`src/rtl/dbg_watch_pkg.sv`:
```
package dbg_watch_pkg;
  localparam int unsigned NUM_CH = 2;
  localparam int unsigned CMP_W  = 32;
  localparam int unsigned NB     = CMP_W / 8;
  localparam int unsigned REG_W  = 32;
  localparam int unsigned RA_W   = 3;
  localparam int unsigned ST_W   = 2 * NUM_CH;
  localparam int unsigned CFG_W  = 4 + NB;
  localparam int unsigned RANGE_BIT = NUM_CH * 8;

  localparam logic [RA_W-1:0] OFF_ADDR   = 3'd0;
  localparam logic [RA_W-1:0] OFF_VAL    = 3'd2;
  localparam logic [RA_W-1:0] OFF_CTRL   = 3'd4;
  localparam logic [RA_W-1:0] OFF_STATUS = 3'd5;

  typedef enum logic [1:0] {
    VM_OFF0 = 2'b00,
    VM_ALL  = 2'b01,
    VM_ANY  = 2'b10,
    VM_OFF3 = 2'b11
  } vmode_e;

  typedef struct packed {
    vmode_e        mode;
    logic [NB-1:0] be;
    logic          wr_en;
    logic          rd_en;
  } ch_cfg_t;
endpackage

```
`src/rtl/dbg_watch_regs.sv`:
```
module dbg_watch_regs
  import dbg_watch_pkg::*;
#(
  parameter int unsigned ADDR_W = 32
) (
  input  logic                              clk_i,
  input  logic                              rst_ni,
  input  logic                              we_i,
  input  logic [RA_W-1:0]                   addr_i,
  input  logic [REG_W-1:0]                  wdata_i,
  input  logic [ST_W-1:0]                   set_i,
  output logic [NUM_CH-1:0][ADDR_W-1:0]     base_o,
  output logic [NUM_CH-1:0][CMP_W-1:0]      val_o,
  output ch_cfg_t [NUM_CH-1:0]              cfg_o,
  output logic                              range_o,
  output logic [ST_W-1:0]                   status_o,
  output logic [REG_W-1:0]                  rdata_o
);
  logic [NUM_CH-1:0][ADDR_W-1:0] base_q;
  logic [NUM_CH-1:0][CMP_W-1:0]  val_q;
  logic [RANGE_BIT:0]            ctrl_q;
  logic [ST_W-1:0]               status_q, st_clr;
  logic                          st_wr;

  assign st_wr  = we_i && (addr_i == OFF_STATUS);
  assign st_clr = st_wr ? wdata_i[ST_W-1:0] : '0;

  always_ff @(posedge clk_i or negedge rst_ni) begin
    if (!rst_ni) begin
      base_q <= '0;
      val_q  <= '0;
      ctrl_q <= '0;
    end else if (we_i) begin
      for (int k = 0; k < NUM_CH; k++) begin
        if (addr_i == OFF_ADDR + RA_W'(k)) base_q[k] <= wdata_i[ADDR_W-1:0];
        if (addr_i == OFF_VAL + RA_W'(k))  val_q[k]  <= wdata_i[CMP_W-1:0];
      end
      if (addr_i == OFF_CTRL) ctrl_q <= wdata_i[RANGE_BIT:0];
    end
  end

  // hardware set beats software clear
  always_ff @(posedge clk_i or negedge rst_ni) begin
    if (!rst_ni) status_q <= '0;
    else         status_q <= (status_q & ~st_clr) | set_i;
  end

  always_comb begin
    rdata_o = '0;
    for (int k = 0; k < NUM_CH; k++) begin
      if (addr_i == OFF_ADDR + RA_W'(k)) rdata_o = REG_W'(base_q[k]);
      if (addr_i == OFF_VAL + RA_W'(k))  rdata_o = REG_W'(val_q[k]);
    end
    if (addr_i == OFF_CTRL)   rdata_o = REG_W'(ctrl_q);
    if (addr_i == OFF_STATUS) rdata_o = REG_W'(status_q);
  end

  for (genvar k = 0; k < NUM_CH; k++) begin : g_cfg
    assign cfg_o[k] = ch_cfg_t'(ctrl_q[k*8 +: CFG_W]);
  end

  assign base_o   = base_q;
  assign val_o    = val_q;
  assign range_o  = ctrl_q[RANGE_BIT];
  assign status_o = status_q;

  AST_SET_WINS: assert property (@(posedge clk_i) disable iff (!rst_ni)
    (|set_i) |=> ((status_q & $past(set_i)) == $past(set_i)));
  AST_STICKY: assert property (@(posedge clk_i) disable iff (!rst_ni)
    (set_i == '0 && !st_wr) |=> $stable(status_q));
endmodule

```
`src/rtl/dbg_watch_addr.sv`:
```
module dbg_watch_addr
  import dbg_watch_pkg::*;
#(
  parameter int unsigned ADDR_W = 32
) (
  input  logic [ADDR_W-1:0]             addr_i,
  input  logic [NUM_CH-1:0][ADDR_W-1:0] base_i,
  input  logic                          range_i,
  output logic [NUM_CH-1:0]             hit_o
);
  logic in_range;

  assign in_range = (addr_i >= base_i[0]) && (addr_i <= base_i[NUM_CH-1]);

  for (genvar k = 0; k < NUM_CH; k++) begin : g_ch
    assign hit_o[k] = range_i ? in_range : (addr_i == base_i[k]);
  end
endmodule

```
`src/rtl/dbg_watch_chan.sv`:
```
module dbg_watch_chan
  import dbg_watch_pkg::*;
(
  input  ch_cfg_t          cfg_i,
  input  logic [CMP_W-1:0] val_i,
  input  logic [CMP_W-1:0] data_i,
  input  logic             addr_hit_i,
  input  logic             valid_i,
  input  logic             write_i,
  output logic             set_rd_o,
  output logic             set_wr_o
);
  logic [NB-1:0] lane_eq;
  logic          v_on, v_hit, qual;

  // enable bit 0 is the most significant byte
  for (genvar b = 0; b < NB; b++) begin : g_lane
    localparam int unsigned HI = CMP_W - 1 - 8*b;
    assign lane_eq[b] = data_i[HI -: 8] == val_i[HI -: 8];
  end

  assign v_on = (|cfg_i.be) && (cfg_i.mode == VM_ALL || cfg_i.mode == VM_ANY);

  always_comb begin
    unique case (cfg_i.mode)
      VM_ALL:  v_hit = &(lane_eq | ~cfg_i.be);
      VM_ANY:  v_hit = |(lane_eq & cfg_i.be);
      default: v_hit = 1'b1;
    endcase
  end

  assign qual     = valid_i && addr_hit_i && (!v_on || v_hit);
  assign set_rd_o = qual && !write_i && cfg_i.rd_en;
  assign set_wr_o = qual &&  write_i && cfg_i.wr_en;
endmodule

```
`src/rtl/dbg_watch_top.sv`:
```
module dbg_watch_top
  import dbg_watch_pkg::*;
#(
  parameter int unsigned ADDR_W = 32
) (
  input  logic              clk_i,
  input  logic              rst_ni,
  input  logic              acc_valid_i,
  input  logic              acc_write_i,
  input  logic [ADDR_W-1:0] acc_addr_i,
  input  logic [CMP_W-1:0]  acc_data_i,
  input  logic              reg_we_i,
  input  logic [RA_W-1:0]   reg_addr_i,
  input  logic [REG_W-1:0]  reg_wdata_i,
  output logic [REG_W-1:0]  reg_rdata_o
);
  logic [NUM_CH-1:0][ADDR_W-1:0] base;
  logic [NUM_CH-1:0][CMP_W-1:0]  val;
  ch_cfg_t [NUM_CH-1:0]          cfg;
  logic                          range_mode;
  logic [ST_W-1:0]               status, set;
  logic [NUM_CH-1:0]             addr_hit;

  dbg_watch_regs #(.ADDR_W(ADDR_W)) regs_i (
    .clk_i, .rst_ni,
    .we_i(reg_we_i), .addr_i(reg_addr_i), .wdata_i(reg_wdata_i),
    .set_i(set), .base_o(base), .val_o(val), .cfg_o(cfg),
    .range_o(range_mode), .status_o(status), .rdata_o(reg_rdata_o)
  );

  dbg_watch_addr #(.ADDR_W(ADDR_W)) addr_i (
    .addr_i(acc_addr_i), .base_i(base), .range_i(range_mode), .hit_o(addr_hit)
  );

  for (genvar k = 0; k < NUM_CH; k++) begin : g_ch
    dbg_watch_chan chan_i (
      .cfg_i(cfg[k]), .val_i(val[k]), .data_i(acc_data_i),
      .addr_hit_i(addr_hit[k]), .valid_i(acc_valid_i), .write_i(acc_write_i),
      .set_rd_o(set[2*k]), .set_wr_o(set[2*k+1])
    );

    AST_RD_FROM_LOAD: assert property (@(posedge clk_i) disable iff (!rst_ni)
      $rose(status[2*k]) |-> $past(acc_valid_i && !acc_write_i));
    AST_WR_FROM_STORE: assert property (@(posedge clk_i) disable iff (!rst_ni)
      $rose(status[2*k+1]) |-> $past(acc_valid_i && acc_write_i));
    AST_EXACT_ADDR: assert property (@(posedge clk_i) disable iff (!rst_ni)
      ($rose(status[2*k]) && !$past(range_mode)) |-> ($past(acc_addr_i) == $past(base[k])));
  end
endmodule

```
`config.mk`:
```
export PLATFORM = sky130hd
export DESIGN_NAME = dbg_watch_top
export DESIGN_NICKNAME = d
export VERILOG_FILES = /design/src/rtl/dbg_watch_pkg.sv /design/src/rtl/dbg_watch_regs.sv /design/src/rtl/dbg_watch_addr.sv /design/src/rtl/dbg_watch_chan.sv /design/src/rtl/dbg_watch_top.sv
export SDC_FILE = /design/constraint.sdc
export NUM_CORES = 1
export LEC_CHECK = 0
export ABC_AREA = 1
export BUFFER_PORTS_ARGS = -buffer_cell sky130_fd_sc_hd__clkbuf_2
export CORE_UTILIZATION = 53
export DETAILED_ROUTE_END_ITERATION = 10
export PLACE_DENSITY = 0.78
export SKIP_CTS_REPAIR_TIMING = 1
export SLEW_MARGIN = 20
export SYNTH_ARGS = -nofsm -noshare
export SYNTH_HDL_FRONTEND = slang
export SYNTH_SLANG_ARGS = --single-unit
```
`constraint.sdc`:
```
create_clock -name clk_i -period 1.55 [get_ports clk_i]
set_input_delay 0.2325 -clock clk_i [delete_from_list [all_inputs] [get_ports clk_i]]
set_output_delay 0.2325 -clock clk_i [all_outputs]
set_load 0.01 [all_outputs]
```
==> summary.md <==
| Metric | Value |
|---|---|
| Status | complete, but fails checks |
| Failing checks | setup timing |
| Post-DP HPWL | roughly 20 mm |
| Dpl cell area | 10900 um^2 |
| Worst hold path class | in2reg |
| Setup ws final | -0.398 ns |
| Clock sink count | 149 |
| Flop pwr share | 0.367 |
| RSZ-0062 raised after global routing | true |
| Post-synth top area share | 0.406 |
| Clock Power Share | 0.310 |
| Pin count of the biggest net entering global routing | 53 |
| Arr. time, crit path | 2.32 ns |
| Critical Path RT | approximately 1.9 ns |
| Core Box Area | approximately 17000 um^2 |
| Initial antenna violation count | 1 |
| Via Count | between 9000 and 10000 |
| Critical-path top delay cell | dfrtp_1 |
| Worst skew pair latency | 0.43 ns |
| Post-synth ARST share | 1.00 |
| Initial Util | 0.548 |
| Fin area | 12500 um^2 |
| Setup TNS | -5.69 ns |
| Root Driver | clkbuf_16 |
| Final setup vio count | 34 |
| Power Density | 1160 nW/um^2 |
| RD Place Congestion | 0.953 |
| Leakage | approximately 6.3 nW |
| Slowest cell delay on critical path | roughly 0.42 ns |
| EDFF count, synth | 0 |
| Synth warnings | 0 |
| Post-synth cell types | 35 |
| Worst-Margin Slew | about 0.45 ns |
| Worst VDD drop | around 880 uV |
| Clock transition at path regs | about 0.060 ns |
| Port buffer count | 135 |
| Die Height | 134 um |
| Logic pwr share | 0.322 |
| Clk buf depth | 2 |
| Syn Inst Count | approximately 1200 |
| Mapped Nets | around 1400 |
| Sw Share | 0.332 |
| Fin. Hold Viols | 0 |
| Clock Skew | 0.00632 ns |
| Top_reg_cell synth | dfrtp_1 |
| Largest cells by area after synthesis | dfrtp_1, nand2_1, ha_1 |
| Num CTS Buffers | 17 |
| Most frequent CP cell | nand2_1 |
| Iter 0 DRT Violations | roughly 980 |
| Cell Area, Synth | between 9000 and 10000 um^2 |
| Routed Antenna Nets | 0 |
| Crit end category | flip-flop |
| Tot GR Track Use | 0.315 |
| DRC | 0 |
| Fin nets | 1608 |
| CTS tree | done |
| Crit path max fanout | 4 |
| I/O pin count | 136 |
| Die W | about 130 um |
| Count leader, synth | nand2_1 |
| Synthesized area per cell | just under 8 um^2 |
| CP Cell Sequence | inv_1, ha_1, nand2_1, o21a_1, nand2_1, a21oi_1, nand2_1, nand2_1, nand2_1, nand2_2, nand4_1, nand2_1 |
| Die area | about 18000 um^2 |
| Max Slew Vio Count | 0 |
| Top cells by count, synth | nand2_1, o21ai_0, inv_1, dfrtp_1, a21oi_1 |
| First-pass GRT wire length | 43.2 mm |
| Critical Setup Path Class | reg2reg |
| FF/Latch Area | about 3700 um^2 |
| Final worst-path cycle share | 1.26 |
| Synthesized flop and latch total | around 150 |
| # rows | 47 |
| First drt pass iteration count | 6 |
| Routed WL | between 30 and 40 mm |
| Total power | about 14 mW |
| Area of the multi-input gates | ~5100 um^2 |
| Worst hold slack | around 0.093 ns |
| Vias per std cell | between 5 and 6 |
| Min Tclk post-route | around 1.9 ns |
| H-tree depth | 4 |
| Max-Cap Viols | 0 |
| Seq/Total Area, Yosys | 0.406 |
| Pint | 9.67 mW |
| Post-synth top area cell | dfrtp_1 |
| GR Overflow Total | 0 |
| NetSw | between 4 and 5 mW |
| Max-slew headroom | 0.697 |
| Number of global-route vias before repair | between 8000 and 9000 |
| Share of layout cells above drive strength 1 | 0.304 |
| Filler cells | 1154 |
| Max Freq | 0.513 GHz |
| Synth-to-Final Area Change | 35.8% |
| DR WL/cell | about 18 um |
| Worst setup SP type | flip-flop |
final cells by class:
cell class / count / area share
clock inverter: 8 / 0.0116
multi-input combinational: 838 / 0.412
clock buffer: 24 / 0.0394
tap: 220 / 0.0221
timing repair inverter: 1 / 0.000502
antenna: 1 / 0.000201
timing repair buffer: 271 / 0.165
sequential: 149 / 0.299
inverter: 158 / 0.0502
cell families (layout without fill, tap and decap cells):
group / count (synthesis) / after routing / share of synthesized area
flip-flops: 149 / 149 / 0.406
other: 0 / 1 / 0
XOR/XNOR: 49 / 49 / 0.0468
AO/OA/AOI/OAI: 297 / 297 / 0.180
adder cells (fa/ha/maj): 68 / 68 / 0.0927
AND/OR/NAND/NOR: 424 / 424 / 0.184
buffers and inverters: 201 / 462 / 0.0900
cells in the final DEF (no fill, tap or decap), drive strengths merged, types with 2 or more instances in the layout:
cell type,instances
a211oi,11
o221ai,15
o211ai,2
ha,68
xnor2,49
nand3,23
nand2,335
dfrtp,149
clkinvlp,2
o22ai,2
clkinv,3
o21a,2
a22oi,14
a21boi,4
bufinv,4
inv,158
o21ai,167
nor2,54
a21oi,72
a21o,2
nand4,10
a41oi,2
clkbuf,129
buf,165
state kept, by name (all words and copies together) (netlist names):
register,count
regs_i.val_o,64
regs_i.ctrl_q,17
regs_i.base_o,64
regs_i.status_o,4
power groups by stage:
stage | sequential, mW | clock [mW] | combinational, mW
floorplan | 5.17 | 0 | 2.26
global placement | 5.23 | 0 | 3.75
detailed placement | 5.27 | 0 | 3.89
CTS | 5.22 | 4.49 | 3.96
global route | 5.39 | 4.67 | 5.14
finish | 5.32 | 4.49 | 4.67
worst paths after layout:
| kind | from | depth (start not counted) | slack (ns) | end |
|---|---|---|---|---|
| max in group asynchronous | rst_ni | 3 | 0.77 | regs_i.base_o[32] |
| setup / recovery | regs_i.base_o[62] | 12 | -0.40 | regs_i.status_o[0] |
| hold reg to reg | regs_i.base_o[44] | 2 | 0.49 | regs_i.base_o[44] |
| hold / removal | reg_wdata_i[20] | 3 | 0.09 | regs_i.base_o[52] |
| setup reg to reg | regs_i.base_o[62] | 12 | -0.40 | regs_i.status_o[0] |
| min in group asynchronous | rst_ni | 2 | 0.21 | regs_i.val_o[18] |
per-layer routing:
layer / part of all wire / track usage / wire (um) / vias up
li1: - / - / - / 4392
met1: 0.39 / 0.410 / 11800 / 4456
met2: 0.47 / 0.508 / 14100 / 590
met3: 0.097 / 0.0552 / 2920 / 131
met4: 0.049 / 0.157 / 1480 / 0
met5: 0 / 0 / 0 / -
critical path, delay by kind of cell, from the launching register on:
family / cells / cell delay (ns)
compound gates: 2 / 0.40
fa+ha+maj: 1 / 0.28
buf+inv: 1 / 0.09
flops: 1 / 0.42
simple gates: 8 / 0.69
per-stage QoR:
step / setup slack, ns / std cells / util
6_report: -0.398 / 1670 / 0.744
3_5_place_dp: -0.403 / 1611 / 0.649
3_3_place_gp: -0.304 / 1611 / 0.649
5_1_grt: -0.443 / 1670 / 0.744
2_1_floorplan: -0.0809 / 1188 / -
4_1_cts: -0.422 / 1643 / 0.687
No activity file was read; power rests on OpenSTA's default activity.
